<file path="src/rtl/dcw_pkg.sv">
package dcw_pkg;
    typedef enum logic [2:0] {
        ST_IDLE,
        ST_FETCH,
        ST_CHECK,
        ST_ISSUE,
        ST_WAIT,
        ST_WBACK
    } dcw_state_e;

    localparam int DESC_WORDS = 8;
    localparam int IDX_W      = $clog2(DESC_WORDS);
    localparam int LEN_W      = 16;
    localparam int BYTE_W     = 8;
    localparam int OWN_BIT    = 7;
    localparam int FLAG_W     = 3;
    // word indices inside a descriptor
    localparam int W_RADDR    = 0;
    localparam int W_WADDR    = 2;
    localparam int W_NEXT     = 4;
    localparam int W_LEN      = 6;
    localparam int W_DONE     = 7;
    localparam int DONE_OFFS  = W_DONE * 4;
endpackage

</file>
<file path="src/rtl/dcw_capture.sv">
module dcw_capture
    import dcw_pkg::*;
#(
    parameter int ADDR_W = 32
) (
    input  logic              clk,
    input  logic              rst_n,
    input  logic              cap_en,
    input  logic [IDX_W-1:0]  word_idx,
    input  logic [31:0]       rdata,
    output logic [ADDR_W-1:0] rd_addr,
    output logic [ADDR_W-1:0] wr_addr,
    output logic [ADDR_W-1:0] next_ptr,
    output logic [LEN_W-1:0]  req_len,
    output logic [BYTE_W-1:0] ctrl
);
    always_ff @(posedge clk or negedge rst_n) begin
        if (!rst_n) begin
            rd_addr  <= '0;
            wr_addr  <= '0;
            next_ptr <= '0;
            req_len  <= '0;
            ctrl     <= '0;
        end else if (cap_en) begin
            unique case (int'(word_idx))
                W_RADDR: rd_addr  <= rdata[ADDR_W-1:0];
                W_WADDR: wr_addr  <= rdata[ADDR_W-1:0];
                W_NEXT:  next_ptr <= rdata[ADDR_W-1:0];
                W_LEN:   req_len  <= rdata[LEN_W-1:0];
                W_DONE:  ctrl     <= rdata[31 -: BYTE_W];
                default: ;
            endcase
        end
    end
endmodule

</file>
<file path="src/rtl/dcw_wb_pack.sv">
module dcw_wb_pack
    import dcw_pkg::*;
(
    input  logic [BYTE_W-1:0] ctrl,
    input  logic              keep_own,
    input  logic [LEN_W-1:0]  bytes,
    input  logic [BYTE_W-1:0] status,
    output logic [31:0]       wdata
);
    logic [BYTE_W-1:0] ctrl_wb;

    always_comb begin
        ctrl_wb          = ctrl;
        ctrl_wb[OWN_BIT] = keep_own;
        wdata            = {ctrl_wb, status, bytes};
    end
endmodule

</file>
<file path="src/rtl/desc_chain_walker.sv">
module desc_chain_walker
    import dcw_pkg::*;
#(
    parameter int ADDR_W = 32
) (
    input  logic              clk,
    input  logic              rst_n,
    input  logic              start_i,
    input  logic [ADDR_W-1:0] start_addr_i,
    input  logic              keep_own_i,
    input  logic              stop_on_err_i,
    output logic              mem_req_o,
    output logic              mem_we_o,
    output logic [ADDR_W-1:0] mem_addr_o,
    output logic [31:0]       mem_wdata_o,
    input  logic              mem_ack_i,
    input  logic [31:0]       mem_rdata_i,
    output logic              cmd_valid_o,
    input  logic              cmd_ready_i,
    output logic [ADDR_W-1:0] cmd_rd_addr_o,
    output logic [ADDR_W-1:0] cmd_wr_addr_o,
    output logic [LEN_W-1:0]  cmd_len_o,
    output logic [FLAG_W-1:0] cmd_flags_o,
    input  logic              resp_valid_i,
    input  logic [LEN_W-1:0]  resp_bytes_i,
    input  logic [BYTE_W-1:0] resp_status_i,
    output logic              busy_o,
    output logic              desc_done_o,
    output logic              chain_done_o,
    output logic              err_stop_o
);
    localparam logic [IDX_W-1:0] LAST_IDX = IDX_W'(DESC_WORDS - 1);

    dcw_state_e        state_q, state_d;
    logic [ADDR_W-1:0] cur_q;
    logic [IDX_W-1:0]  idx_q;
    logic [LEN_W-1:0]  xfer_q;
    logic [BYTE_W-1:0] stat_q;
    logic [ADDR_W-1:0] next_ptr;
    logic [BYTE_W-1:0] ctrl;
    logic              halt_now;

    dcw_capture #(.ADDR_W(ADDR_W)) cap_i (
        .clk      (clk),
        .rst_n    (rst_n),
        .cap_en   (state_q == ST_FETCH && mem_ack_i),
        .word_idx (idx_q),
        .rdata    (mem_rdata_i),
        .rd_addr  (cmd_rd_addr_o),
        .wr_addr  (cmd_wr_addr_o),
        .next_ptr (next_ptr),
        .req_len  (cmd_len_o),
        .ctrl     (ctrl)
    );

    dcw_wb_pack pack_i (
        .ctrl     (ctrl),
        .keep_own (keep_own_i),
        .bytes    (xfer_q),
        .status   (stat_q),
        .wdata    (mem_wdata_o)
    );

    assign halt_now = stop_on_err_i && stat_q[0];

    // next-state logic
    always_comb begin
        state_d = state_q;
        unique case (state_q)
            ST_IDLE:  if (start_i) state_d = ST_FETCH;
            ST_FETCH: if (mem_ack_i && idx_q == LAST_IDX) state_d = ST_CHECK;
            ST_CHECK: state_d = ctrl[OWN_BIT] ? ST_ISSUE : ST_IDLE;
            ST_ISSUE: if (cmd_ready_i) state_d = ST_WAIT;
            ST_WAIT:  if (resp_valid_i) state_d = ST_WBACK;
            ST_WBACK: if (mem_ack_i) state_d = halt_now ? ST_IDLE : ST_FETCH;
            default:  state_d = ST_IDLE;
        endcase
    end

    // state register
    always_ff @(posedge clk or negedge rst_n) begin
        if (!rst_n) state_q <= ST_IDLE;
        else        state_q <= state_d;
    end

    // outputs decoded from state
    always_comb begin
        mem_req_o   = (state_q == ST_FETCH) || (state_q == ST_WBACK);
        mem_we_o    = (state_q == ST_WBACK);
        mem_addr_o  = (state_q == ST_WBACK) ? cur_q + ADDR_W'(DONE_OFFS)
                                            : cur_q + ADDR_W'({idx_q, 2'b00});
        cmd_valid_o = (state_q == ST_ISSUE);
        cmd_flags_o = ctrl[FLAG_W-1:0];
        busy_o      = (state_q != ST_IDLE);
    end

    // datapath and event registers
    always_ff @(posedge clk or negedge rst_n) begin
        if (!rst_n) begin
            cur_q        <= '0;
            idx_q        <= '0;
            xfer_q       <= '0;
            stat_q       <= '0;
            desc_done_o  <= 1'b0;
            chain_done_o <= 1'b0;
            err_stop_o   <= 1'b0;
        end else begin
            desc_done_o  <= (state_q == ST_WBACK) && mem_ack_i;
            err_stop_o   <= (state_q == ST_WBACK) && mem_ack_i && halt_now;
            chain_done_o <= (state_q == ST_CHECK) && !ctrl[OWN_BIT];
            if (state_q == ST_IDLE && start_i) begin
                cur_q <= start_addr_i;
                idx_q <= '0;
            end
            if (state_q == ST_FETCH && mem_ack_i) idx_q <= idx_q + 1'b1;
            if (state_q == ST_WAIT && resp_valid_i) begin
                xfer_q <= resp_bytes_i;
                stat_q <= resp_status_i;
            end
            if (state_q == ST_WBACK && mem_ack_i) begin
                cur_q <= next_ptr;
                idx_q <= '0;
            end
        end
    end

    // a waiting command keeps its fields
    a_r5_cmd_hold: assert property (@(posedge clk) disable iff (!rst_n)
        cmd_valid_o && !cmd_ready_i |=> cmd_valid_o && $stable(cmd_rd_addr_o)
            && $stable(cmd_wr_addr_o) && $stable(cmd_len_o) && $stable(cmd_flags_o));
    // every write lands on the completion word of a descriptor
    a_r6_wb_offset: assert property (@(posedge clk) disable iff (!rst_n)
        mem_we_o |-> mem_addr_o[4:0] == 5'(DONE_OFFS));
    // a pending memory request keeps its address
    a_r2_req_hold: assert property (@(posedge clk) disable iff (!rst_n)
        mem_req_o && !mem_ack_i |=> mem_req_o && $stable(mem_addr_o));
    // descriptor-done follows an acknowledged write
    a_r8_done_after_wb: assert property (@(posedge clk) disable iff (!rst_n)
        desc_done_o |-> $past(mem_we_o && mem_ack_i));
    // chain end is reported while idle
    a_r3_chain_idle: assert property (@(posedge clk) disable iff (!rst_n)
        chain_done_o |-> !busy_o && !desc_done_o);
    // error stop is reported while idle, with the write-back done
    a_r10_err_idle: assert property (@(posedge clk) disable iff (!rst_n)
        err_stop_o |-> !busy_o && desc_done_o);
    // command and memory traffic never overlap
    a_r4_cmd_no_mem: assert property (@(posedge clk) disable iff (!rst_n)
        cmd_valid_o |-> !mem_req_o);
endmodule

</file>
<file path="config.mk">
export PLATFORM = sky130hd
export DESIGN_NAME = desc_chain_walker
export DESIGN_NICKNAME = d
export VERILOG_FILES = /design/src/rtl/dcw_pkg.sv /design/src/rtl/dcw_capture.sv /design/src/rtl/dcw_wb_pack.sv /design/src/rtl/desc_chain_walker.sv
export SDC_FILE = /design/constraint.sdc
export NUM_CORES = 1
export LEC_CHECK = 0
export CAP_MARGIN = 20
export CORE_ASPECT_RATIO = 0.6
export CORE_MARGIN = 4
export CORE_UTILIZATION = 55
export CTS_BUF_LIST = sky130_fd_sc_hd__clkbuf_2 sky130_fd_sc_hd__clkbuf_4 sky130_fd_sc_hd__clkbuf_8
export DETAILED_ROUTE_END_ITERATION = 16
export DONT_BUFFER_PORTS = 1
export PLACE_DENSITY = 0.7
export SYNTH_ARGS = -nofsm -noshare
export SYNTH_HDL_FRONTEND = slang
export SYNTH_SLANG_ARGS = --single-unit
</file>
<file path="constraint.sdc">
create_clock -name clk -period 3.05 [get_ports clk]
set_input_delay 0.1525 -clock clk [delete_from_list [all_inputs] [get_ports clk]]
set_output_delay 0.1525 -clock clk [all_outputs]
set_load 0.005 [all_outputs]
</file>
==> impl_metrics.csv, run 1 <==
group,metric,value,unit
sta,rsz0062_at_grt,"yes",
sta,hold_viol,185,
drt,vias,5200,
finish,fillCellCount,994,
sta,worst_pin_slew,1080,ps
synthesis,synthSimpleGateAreaFrac,0.0788,
sta,skew,22.3,ps
cts,tritoncts,"done",
drt,firstDrtPassIters,4,
floorplan,initial_core_util,0.560,
drt,drtIter0Drc,514,
sta,drv_slew,0,
drt,antenna_left,0,
drt,post_drt_wl_per_cell,21.4,um
cts,cts_buffers,17,
placed_design,gp_congestion,0.862,
sta,relSlewSlack,0.281,
grt,grt_first_pass_wirelength,29900,um
floorplan,core-area,0.0145,sq mm
grt,grt-ovfl-total,0,
synthesis,yosys.area_share.adder,0.0133,
cts,clkLatencyLatePin,460,ps
finish,final_common_cell,"dfrtp_1",
finish,diodes,0,
synthesis,yosys_warnings,0,
setup_path,cp-end-kind,"output pin",
synthesis,synth_ff_type,"dfrtp_1",
grt,grt_pass1_vias,5583,
cts,cts_root_buffer,"clkbuf_8",
drt,drt_wl_total,19600,um
cts,cts_sinks,185,
sta,whs,-628,ps
setup_path,crit_chain,"and2b_2, nand2_2, inv_2, or2_4, ha_4, nor2_4, or4b_4, nor3_2, xor2_1",
grt,antenna_found_initial,1,
cts,h-tree-depth,4,
placed_design,dp_hpwl,12800,um
power,p_leak,4.38,nW
grt,grt_max_degree,186,
finish,multiInputGateArea,0.00334,sq mm
placed_design,port_buffers,0,
synthesis,ys_types,39,
floorplan,die_h,102,um
synthesis,synthArstFlopShare,1.00,
finish,layout_common_cells,"dfrtp_1, mux2_2, dlygate4sd3_1",
synthesis,synth_top_area_frac,0.572,
synthesis,synth_nets,725,
outcome,status,"finished, violations left",
synthesis,synth_compound_area_frac,0.0332,
setup_path,cp.depth,9,
cts,cts_max_path_buffers,2,
drt,drcViolationCount,0,
floorplan,dieArea,0.0168,sq mm
finish,final-seq-area,0.00463,sq mm
synthesis,synth_top_family_by_area,"multiplexers",
drt,via_per_inst,5.69,
synthesis,avgSynthCellArea,13.0,sq um
sta,period_minus_slack,3040,ps
synthesis,ys_seq_elements,185,
synthesis,yosys.area.top_type,"dfrtp_1",
setup_path,critPathArrivalTime,2880,ps
synthesis,synth_edf_count,0,
cts,clk_pin_slew,110,ps
synthesis,ys_top_cells_by_area,"dfrtp_1, mux2_2, mux2i_1",
setup_path,cp_max_fo,5,
sta,setup_viol_count_final,0,
setup_path,critPathLaunchType,"register",
setup_path,cpLargestDelayFamily,"simple AND/OR/NAND/NOR gates",
finish,area_delta_synth_final,19.9,%
synthesis,synth_area,0.00810,sq mm
setup_path,slowest_stage,"or4b_4",
setup_path,cp_data_required_time,2900,ps
floorplan,die_w,165,um
outcome,violations,"negative hold slack",
finish,drive_above_1_share,0.300,
setup_path,setup.worst_path.class,"reg -> out",
sta,fin_crit_sh,0.995,
flow_run,cap_violations,0,
setup_path,reg2reg_depth,6,
synthesis,yosysSeqAreaShare,0.572,
synthesis,yosys.area_share.xor_xnor,0.0303,
synthesis,synthMuxAreaShare,0.237,
floorplan,rows,34,
power,p_total,8.74,mW
setup_path,slowest_delay,650,ps
finish,nets,807,
sta,max_freq,329,MHz
power,ir_drop,0.445,mV
floorplan,io_pins,250,
power,power_density,900,mW/mm^2
synthesis,synthCells,621,
grt,grtUsageTotal,0.233,
setup_path,cp_num_buf_inv,1,
worst_hold_path,hold_path.class,"in -> async",
[registers in the layout, summed over array words and instances (netlist names)]
register	cells
cap_i.rd_addr	32
err_stop_o	1
cap_i.next_ptr	32
cap_i.req_len	16
stat_q	8
cap_i.ctrl	8
desc_done_o	1
chain_done_o	1
xfer_q	16
idx_q	3
state_q	3
cur_q	32
cap_i.wr_addr	32
[worst paths after layout]
path / slack [ps] / startpoint / to
max: 10 / state_q[0] / mem_addr_o[17]
min: -630 / rst_n / cap_i.rd_addr[25]
min in group clk: 40 / mem_ack_i / idx_q[0]
max in group asynchronous: 3350 / rst_n / cap_i.rd_addr[0]
max reg2reg: 650 / state_q[2] / cap_i.wr_addr[28]
min reg2reg: 490 / cap_i.next_ptr[27] / cur_q[27]
[per-stage QoR]
stage	area, sq um	setup slack, ps	util	TNS [ps]	instances
2_1_floorplan	8100	383	-	0	621
3_3_place_gp	8230	119	0.569	0	787
3_5_place_dp	8230	63.8	0.569	0	787
4_1_cts	9640	-14.5	0.666	-14.5	912
5_1_grt	9710	-135	0.671	-903	914
6_report	9710	14.4	0.671	0	914
[cell type report]
| cell class | count | area share |
|---|---|---|
| Clock inverter | 13 | 0.0155 |
| Clock buffer | 19 | 0.0263 |
| Tap cell | 198 | 0.0255 |
| Multi-Input combinational cell | 384 | 0.344 |
| Inverter | 9 | 0.00348 |
| Timing Repair Buffer | 106 | 0.109 |
| Sequential cell | 185 | 0.477 |
[repair_timing]
item,CTS,global route
setup buffers,1,1
endpoints found under the setup margin,15,19
endpoints found under the hold margin,364,186
pin swaps,9,10
hold buffers,91,1
resized for setup,15,10
cloned,1,0
[kinds of logic after synthesis]
group                    count (synthesis)
flip-flops                             185
multiplexers                           174
AND/OR/NAND/NOR                        124
buffers and inverters                   53
AO/OA/AOI/OAI                           49
XOR/XNOR                                28
adder cells (fa/ha/maj)                  8
[power by group]
group | switching, mW | internal (mW)
Clock | 0.993 | 0.655
Combinational | 1.14 | 1.37
Sequential | 0.986 | 3.59
Total | 3.12 | 5.61
[worst register-to-register path, delay by kind of cell, from the launching register on]
kind	cells	cell delay, ps
muxes	1	290
buffers and inverters	2	580
and+or+nand+nor	3	1010
DFF	1	410
[cells in the mapped netlist, types with 3 or more instances]
cell / n
nand4_1: 4
nor2_1: 11
dfrtp_1: 185
a21oi_1: 5
a21o_1: 3
nor3_1: 11
buf_4: 16
inv_1: 9
and3_1: 8
mux2_1: 6
mux2_2: 139
ha_1: 7
o21ai_0: 35
nor4_1: 4
buf_2: 17
nand3_1: 11
nor4_2: 5
nand2_1: 57
xor2_1: 21
clkbuf_1: 10
mux2i_1: 29
xnor2_1: 7
[per-layer routing]
layer | global-route usage | wire [um] | up-vias
met5 | 0 | 13 | -
met4 | 0.0665 | 366 | 2
met3 | 0.0927 | 1710 | 32
met2 | 0.373 | 9110 | 213
met1 | 0.298 | 8390 | 2628
li1 | - | - | 2325
(Power assumes the default switching activity.)
==> inputs of run 2 (changes only) <==
Settings changed: CORE_UTILIZATION 55 to 66, PLACE_DENSITY 0.7 to 0.82, SYNTH_HIERARCHICAL from default to 1.
==> run 2 against run 1 <==
  * The flow still finishes with violations (negative hold slack)
  * Setup slack gained 120 ps
  * Non-clock buffer count is 4 higher
  * Sequential share of layout area about the same
  * Synthesized cell count increased by 2.9%
  * Combinational power is 15% higher
  * Fmax up 4.1%
  * First-iteration DRC count is 16% lower
  * Cell count decreased by 3.5%
  * Critical endpoint is now mem_addr_o[18]
  * Largest cell class unchanged
  * Highest routed layer unchanged
==> impl_metrics.csv, run 2 <==
group,metric,value,unit
finish,stdcell_area,0.00972,sq mm
finish,drive_above_1_share,0.225,
outcome,status,"finished, violations left",
sta,rsz0062_at_grt,"yes",
setup_path,crit_end,"mem_addr_o[18]",
outcome,violations,"negative hold slack",
floorplan,die_h,95.4,um
cts,h-tree-depth,4,
drt,via_per_inst,6.09,
setup_path,setup.worst_path.class,"reg -> out",
synthesis,synth_nets,741,
synthesis,ys_top_cells_by_area,"dfrtp_1, mux2_2, mux2_1",
finish,layout_common_cells,"dfrtp_1, dlygate4sd3_1, mux2_2",
setup_path,critPathArrivalTime,2760,ps
drt,drt_wl_total,21200,um
grt,grt-ovfl-total,0,
synthesis,synthArstFlopShare,1.00,
setup_path,cp_data_required_time,2900,ps
setup_path,cp_num_buf_inv,2,
setup_path,crit_start,"state_q[1]",
finish,final_common_cell,"dfrtp_1",
placed_design,gp_congestion,0.964,
sta,period_minus_slack,2920,ps
power,ir_drop,0.553,mV
sta,setup_tns,0,ps
synthesis,ys_top_cells_by_count,"dfrtp_1, mux2_2, mux2_1",
floorplan,core-area,0.0123,sq mm
sta,hold_viol,185,
power,p_total,9.41,mW
synthesis,yosys.area.top_type,"dfrtp_1",
placed_design,dp_hpwl,13900,um
synthesis,synthCells,639,
synthesis,yosysSeqAreaShare,0.551,
setup_path,worstReg2RegStart,"state_q[2]",
floorplan,dieArea,0.0147,sq mm
sta,setup_viol_count_final,0,
drt,antenna_left,0,
finish,nets,806,
setup_path,cp_common_cell,"buf_4",
grt,grt_first_pass_wirelength,32700,um
sta,max_freq,343,MHz
grt,antenna_found_initial,3,
finish,area_delta_synth_final,15.7,%
setup_path,cpLargestDelayFamily,"simple AND/OR/NAND/NOR gates",
floorplan,io_pins,250,
synthesis,yosys_warnings,6,
synthesis,synth_area,0.00840,sq mm
setup_path,slowest_delay,390,ps
floorplan,rows,31,
setup_path,cp-end-kind,"output pin",
power,p_leak,4.44,nW
synthesis,synth_ff_type,"dfrtp_1",
setup_path,slowest_stage,"dfrtp_1",
synthesis,ys_types,44,
setup_path,r2r_setup_slack,630,ps
worst_hold_path,hold_path.class,"in -> async",
placed_design,port_buffers,0,
synthesis,yosysMostFrequentCell,"dfrtp_1",
sta,drv_slew,0,
drt,post_drt_wl_per_cell,24.0,um
drt,drcViolationCount,0,
setup_path,cp_max_fo,7,
sta,fin_crit_sh,0.956,
finish,diodes,0,
synthesis,ys_seq_elements,185,
cts,cts_max_path_buffers,2,
sta,worst_pin_slew,686,ps
setup_path,crit_chain,"nor2b_1, buf_4, nand2_2, nand2b_1, ha_2, fa_2, a21o_1, nor4b_4, buf_4, nand4_1, xnor2_2",
floorplan,die_w,154,um
synthesis,synth_top_area_frac,0.551,
setup_path,critPathLaunchType,"register",
synthesis,synth_edf_count,0,
cts,cts_hold_buf,93,
setup_path,worst_r2r_endpoint,"cap_i/req_len[6]",
cts,cts_sinks,185,
cts,cts_buffers,17,
sta,whs,-615,ps
drt,drtIter0Drc,430,
power,power_density,968,mW/mm^2
setup_path,cp.depth,11,
drt,firstDrtPassIters,4,
sta,relSlewSlack,0.541,
grt,grt_max_degree,186,
cts,cts_root_buffer,"clkbuf_8",
cts,clkLatencyLatePin,450,ps
synthesis,avgSynthCellArea,13.2,sq um
flow_run,cap_violations,0,
grt,grt_pass1_vias,5666,
cts,tritoncts,"done",
floorplan,initial_core_util,0.686,
grt,grtUsageTotal,0.294,
setup_path,reg2reg_depth,4,
drt,vias,5370,
cts,clk_pin_slew,100,ps
placed_design,dpl_cell_area,0.00829,sq mm
sta,skew,15.5,ps
[run 2: cell types whose count changed in the layout (fill, tap and decap cells not counted), moves of 31 or more]
cell     change
mux2_1      +48
nor2_1      +33
o21ai_0     -31
mux2_2      -49
a21oi_1     +35
nand2_1     -42
[run 2: cells by family after synthesis]
logic type | after synthesis | share of synthesized area
fa+ha+maj | 6 | 0.00983
simple gates | 124 | 0.0881
flops | 185 | 0.551
mux | 174 | 0.229
compound gates | 51 | 0.0332
xor+xnor | 28 | 0.0292
buf+inv | 71 | 0.0600
[run 2: cell type report]
type                       count  area (sq um)
tap                          165           206
multi-input combinational    383          3330
sequential                   185          4630
fill                         689          2540
clock buffer                  19           262
clock inverter                13           178
inverter                       7          26.3
timing repair buffer         110          1080
[run 2: worst min path at each step]
stage	start	endpoint	slack (ps)	cells past startpoint
6_report	rst_n	cap_i/req_len[11]	-620	0
5_1_grt	rst_n	stat_q[4]	-660	0
4_1_cts	rst_n	stat_q[7]	-640	0
3_5_place_dp	rst_n	cap_i/req_len[11]	-140	0
3_3_place_gp	rst_n	cap_i/req_len[11]	-140	0
2_1_floorplan	rst_n	cap_i/ctrl[0]	-140	0
[run 2: worst register-to-register path, stage by stage, from the launching register on]
cell and delay (ps):
dfrtp_1 500, inv_1 230, and3_1 420, nand4b_2 630, mux2_2 520
[run 2: power breakdown]
group | switching [mW] | leakage (nW) | internal (mW)
logic | 1.34 | 1.90 | 1.54
clock network | 0.898 | 0.222 | 0.881
registers | 1.15 | 2.32 | 3.60
[run 2: per-layer routing]
metal | part of all wire | global-route usage | up-vias
met2 | 0.46 | 0.459 | 273
met1 | 0.42 | 0.403 | 2701
li1 | - | - | 2351
met3 | 0.098 | 0.0975 | 39
met5 | 0.0017 | 0 | -
met4 | 0.017 | 0.0838 | 6
[run 2: timing repair]
item	CTS	global route
pin swaps	0	3
buffers inserted	0	4
gates resized for setup	1	5
endpoints found under the setup margin	7	19
endpoints found under the hold margin	363	185
[run 2: metrics by stage]
step	util	cells	hold WS, ps	setup slack, ps
2_1_floorplan	-	639	-143	802
3_3_place_gp	0.676	753	-140	622
3_5_place_dp	0.676	753	-139	425
4_1_cts	0.789	878	-642	30.1
5_1_grt	0.793	882	-662	-42.1
6_report	0.793	882	-615	135
==> inputs of run 3 (changes only) <==
Settings changed: CELL_PAD_IN_SITES_DETAIL_PLACEMENT from default to 0, CELL_PAD_IN_SITES_GLOBAL_PLACEMENT from default to 1, CORE_UTILIZATION 66 to 52, PLACE_DENSITY 0.82 to default, PLACE_DENSITY_LB_ADDON from default to 0.1.
==> run 3 against run 2 <==
  * The flow still finishes with violations (negative hold slack)
  * Register-to-register slack improved by 20 ps
  * Non-clock buffer count increased by 5
  * Clock skew increased by 1.7 ps
  * Critical endpoint is now mem_addr_o[29]
  * Clock power decreased by 6%
  * Final area increased by 0.44%
  * Setup slack improved by 83 ps
  * Worst hold slack improved by 1.5 ps
  * Cell count increased by 4.9%
  * Sequential cell count unchanged
  * First-iteration DRC count decreased by 6.0%
  * Core utilization decreased by 17 points
  * Combinational power decreased by 2%
==> impl_metrics.csv, run 3 (synthesized netlist as in run 2, its figures left out) <==
group,metric,value,unit
finish,drive_above_1_share,0.227,
cts,cts_hold_buf,95,
floorplan,rows,35,
sta,relSlewSlack,0.529,
finish,final_common_cell,"dfrtp_1",
power,p_total,9.13,mW
cts,cts_sinks,185,
sta,setup_tns,0,ps
drt,vias,5149,
finish,nets,811,
sta,whs,-614,ps
cts,h-tree-depth,4,
drt,via_per_inst,5.57,
placed_design,dpl_cell_area,0.00833,sq mm
floorplan,die_h,106,um
cts,clkLatencyLatePin,450,ps
cts,clk_pin_slew,100,ps
cts,cts_buffers,17,
worst_hold_path,hold_path.class,"in -> async",
drt,antenna_left,0,
floorplan,dieArea,0.0183,sq mm
floorplan,io_pins,250,
setup_path,setup.worst_path.class,"reg -> out",
finish,final_cells,925,
placed_design,dp_hpwl,13400,um
finish,fillCellCount,1222,
finish,final-seq-area,0.00463,sq mm
placed_design,pre_cts_ws,271,ps
setup_path,worstReg2RegStart,"state_q[1]",
power,p_leak,4.44,nW
sta,period_minus_slack,2830,ps
sta,drv_slew,0,
grt,grt_first_pass_wirelength,31000,um
grt,grt-ovfl-total,0,
floorplan,core-area,0.0156,sq mm
floorplan,initial_core_util,0.539,
placed_design,port_buffers,0,
grt,grt_max_degree,186,
outcome,status,"finished, violations left",
outcome,violations,"negative hold slack",
power,power_density,935,mW/mm^2
sta,fin_ws,218,ps
setup_path,cpLargestDelayFamily,"simple AND/OR/NAND/NOR gates",
cts,tritoncts,"done",
grt,grtUsageTotal,0.217,
setup_path,cp_data_required_time,2900,ps
finish,fin_util,0.626,
flow_run,cap_violations,0,
setup_path,r2r_setup_slack,650,ps
grt,grt_pass1_vias,5424,
sta,rsz0062_at_grt,"no",
finish,multiInputGateArea,0.00332,sq mm
power,ir_drop,0.419,mV
setup_path,cp-end-kind,"output pin",
setup_path,cp_num_buf_inv,0,
cts,cts_root_buffer,"clkbuf_8",
drt,post_drt_wl_per_cell,21.2,um
setup_path,worst_r2r_endpoint,"cur_q[25]",
sta,fin_crit_sh,0.929,
sta,skew,17.2,ps
setup_path,slowest_stage,"dfrtp_1",
sta,setup_viol_count_final,0,
setup_path,critPathArrivalTime,2680,ps
floorplan,die_w,172,um
setup_path,crit_chain,"nand2b_1, ha_1, a211o_1, or3b_4, nor3_2, xor2_1",
sta,worst_pin_slew,704,ps
finish,diodes,0,
placed_design,placedCellCount,792,
finish,layout_common_cells,"dfrtp_1, dlygate4sd3_1, mux2_2",
sta,max_freq,353,MHz
setup_path,cp_max_fo,8,
finish,stdcell_area,0.00976,sq mm
placed_design,gp_congestion,0.880,
drt,drt_wl_total,19600,um
cts,cts_max_path_buffers,2,
setup_path,slowest_delay,530,ps
setup_path,reg2reg_depth,6,
finish,area_delta_synth_final,16.2,%
setup_path,critPathLaunchType,"register",
drt,firstDrtPassIters,4,
grt,antenna_found_initial,0,
drt,drtIter0Drc,404,
sta,hold_viol,185,
drt,drcViolationCount,0,
## run 3: changes by cell type in the layout (fill, tap and decap cells not counted), sizes merged
cell and delta:
clkinv +6, buf +3, inv -3, bufinv -2, dlygate4sd3 +2, clkinvlp -1
## run 3: layout make-up
type	instances	area share
clock buffer	19	0.0261
clock inverter	13	0.0164
inverter	7	0.00269
multi-input combinational	383	0.340
sequential	185	0.474
tap	203	0.0260
timing repair buffer	115	0.114
## run 3: how the worst max path moves through the flow
stage / from / endpoint / slack [ps] / cells after the start
after floorplan: state_q[0] / mem_addr_o[30] / 800 / 9
after global routing: state_q[1] / mem_addr_o[30] / 3 / 11
after CTS: state_q[2] / mem_addr_o[30] / 40 / 10
final: idx_q[1] / mem_addr_o[29] / 220 / 6
after global placement: state_q[2] / mem_addr_o[30] / 360 / 9
after detailed placement: state_q[2] / mem_addr_o[30] / 270 / 9
## run 3: where the power goes
part           switching (mW)  leakage, nW  internal [mW]
logic                    1.27         1.91           1.55
clock network           0.954        0.211          0.723
registers                1.04         2.32           3.60
## run 3: worst register-to-register path, delay by kind of cell (launching register included)
family                 cells  cell delay, ps
flip-flops                 1             400
buffers and inverters      2             780
AND/OR/NAND/NOR            2             840
AO/OA/AOI/OAI              2             310
## run 3: per-layer routing
metal  track usage  up-vias  wire length, um
met1         0.302     2589             8550
li1              -     2355                -
met5             0        -                0
met4        0.0381        0               86
met2         0.330      198             9040
met3        0.0806        7             1960
## run 3: timing repair
item / 4_1_cts / 5_1_grt
endpoints found under the hold margin: 365 / 185
pin swaps: 0 / 2
resized for setup: 2 / 4
gates cloned: 0 / 0
setup endpoints to repair: 10 / 11
buffers inserted: 3 / 3
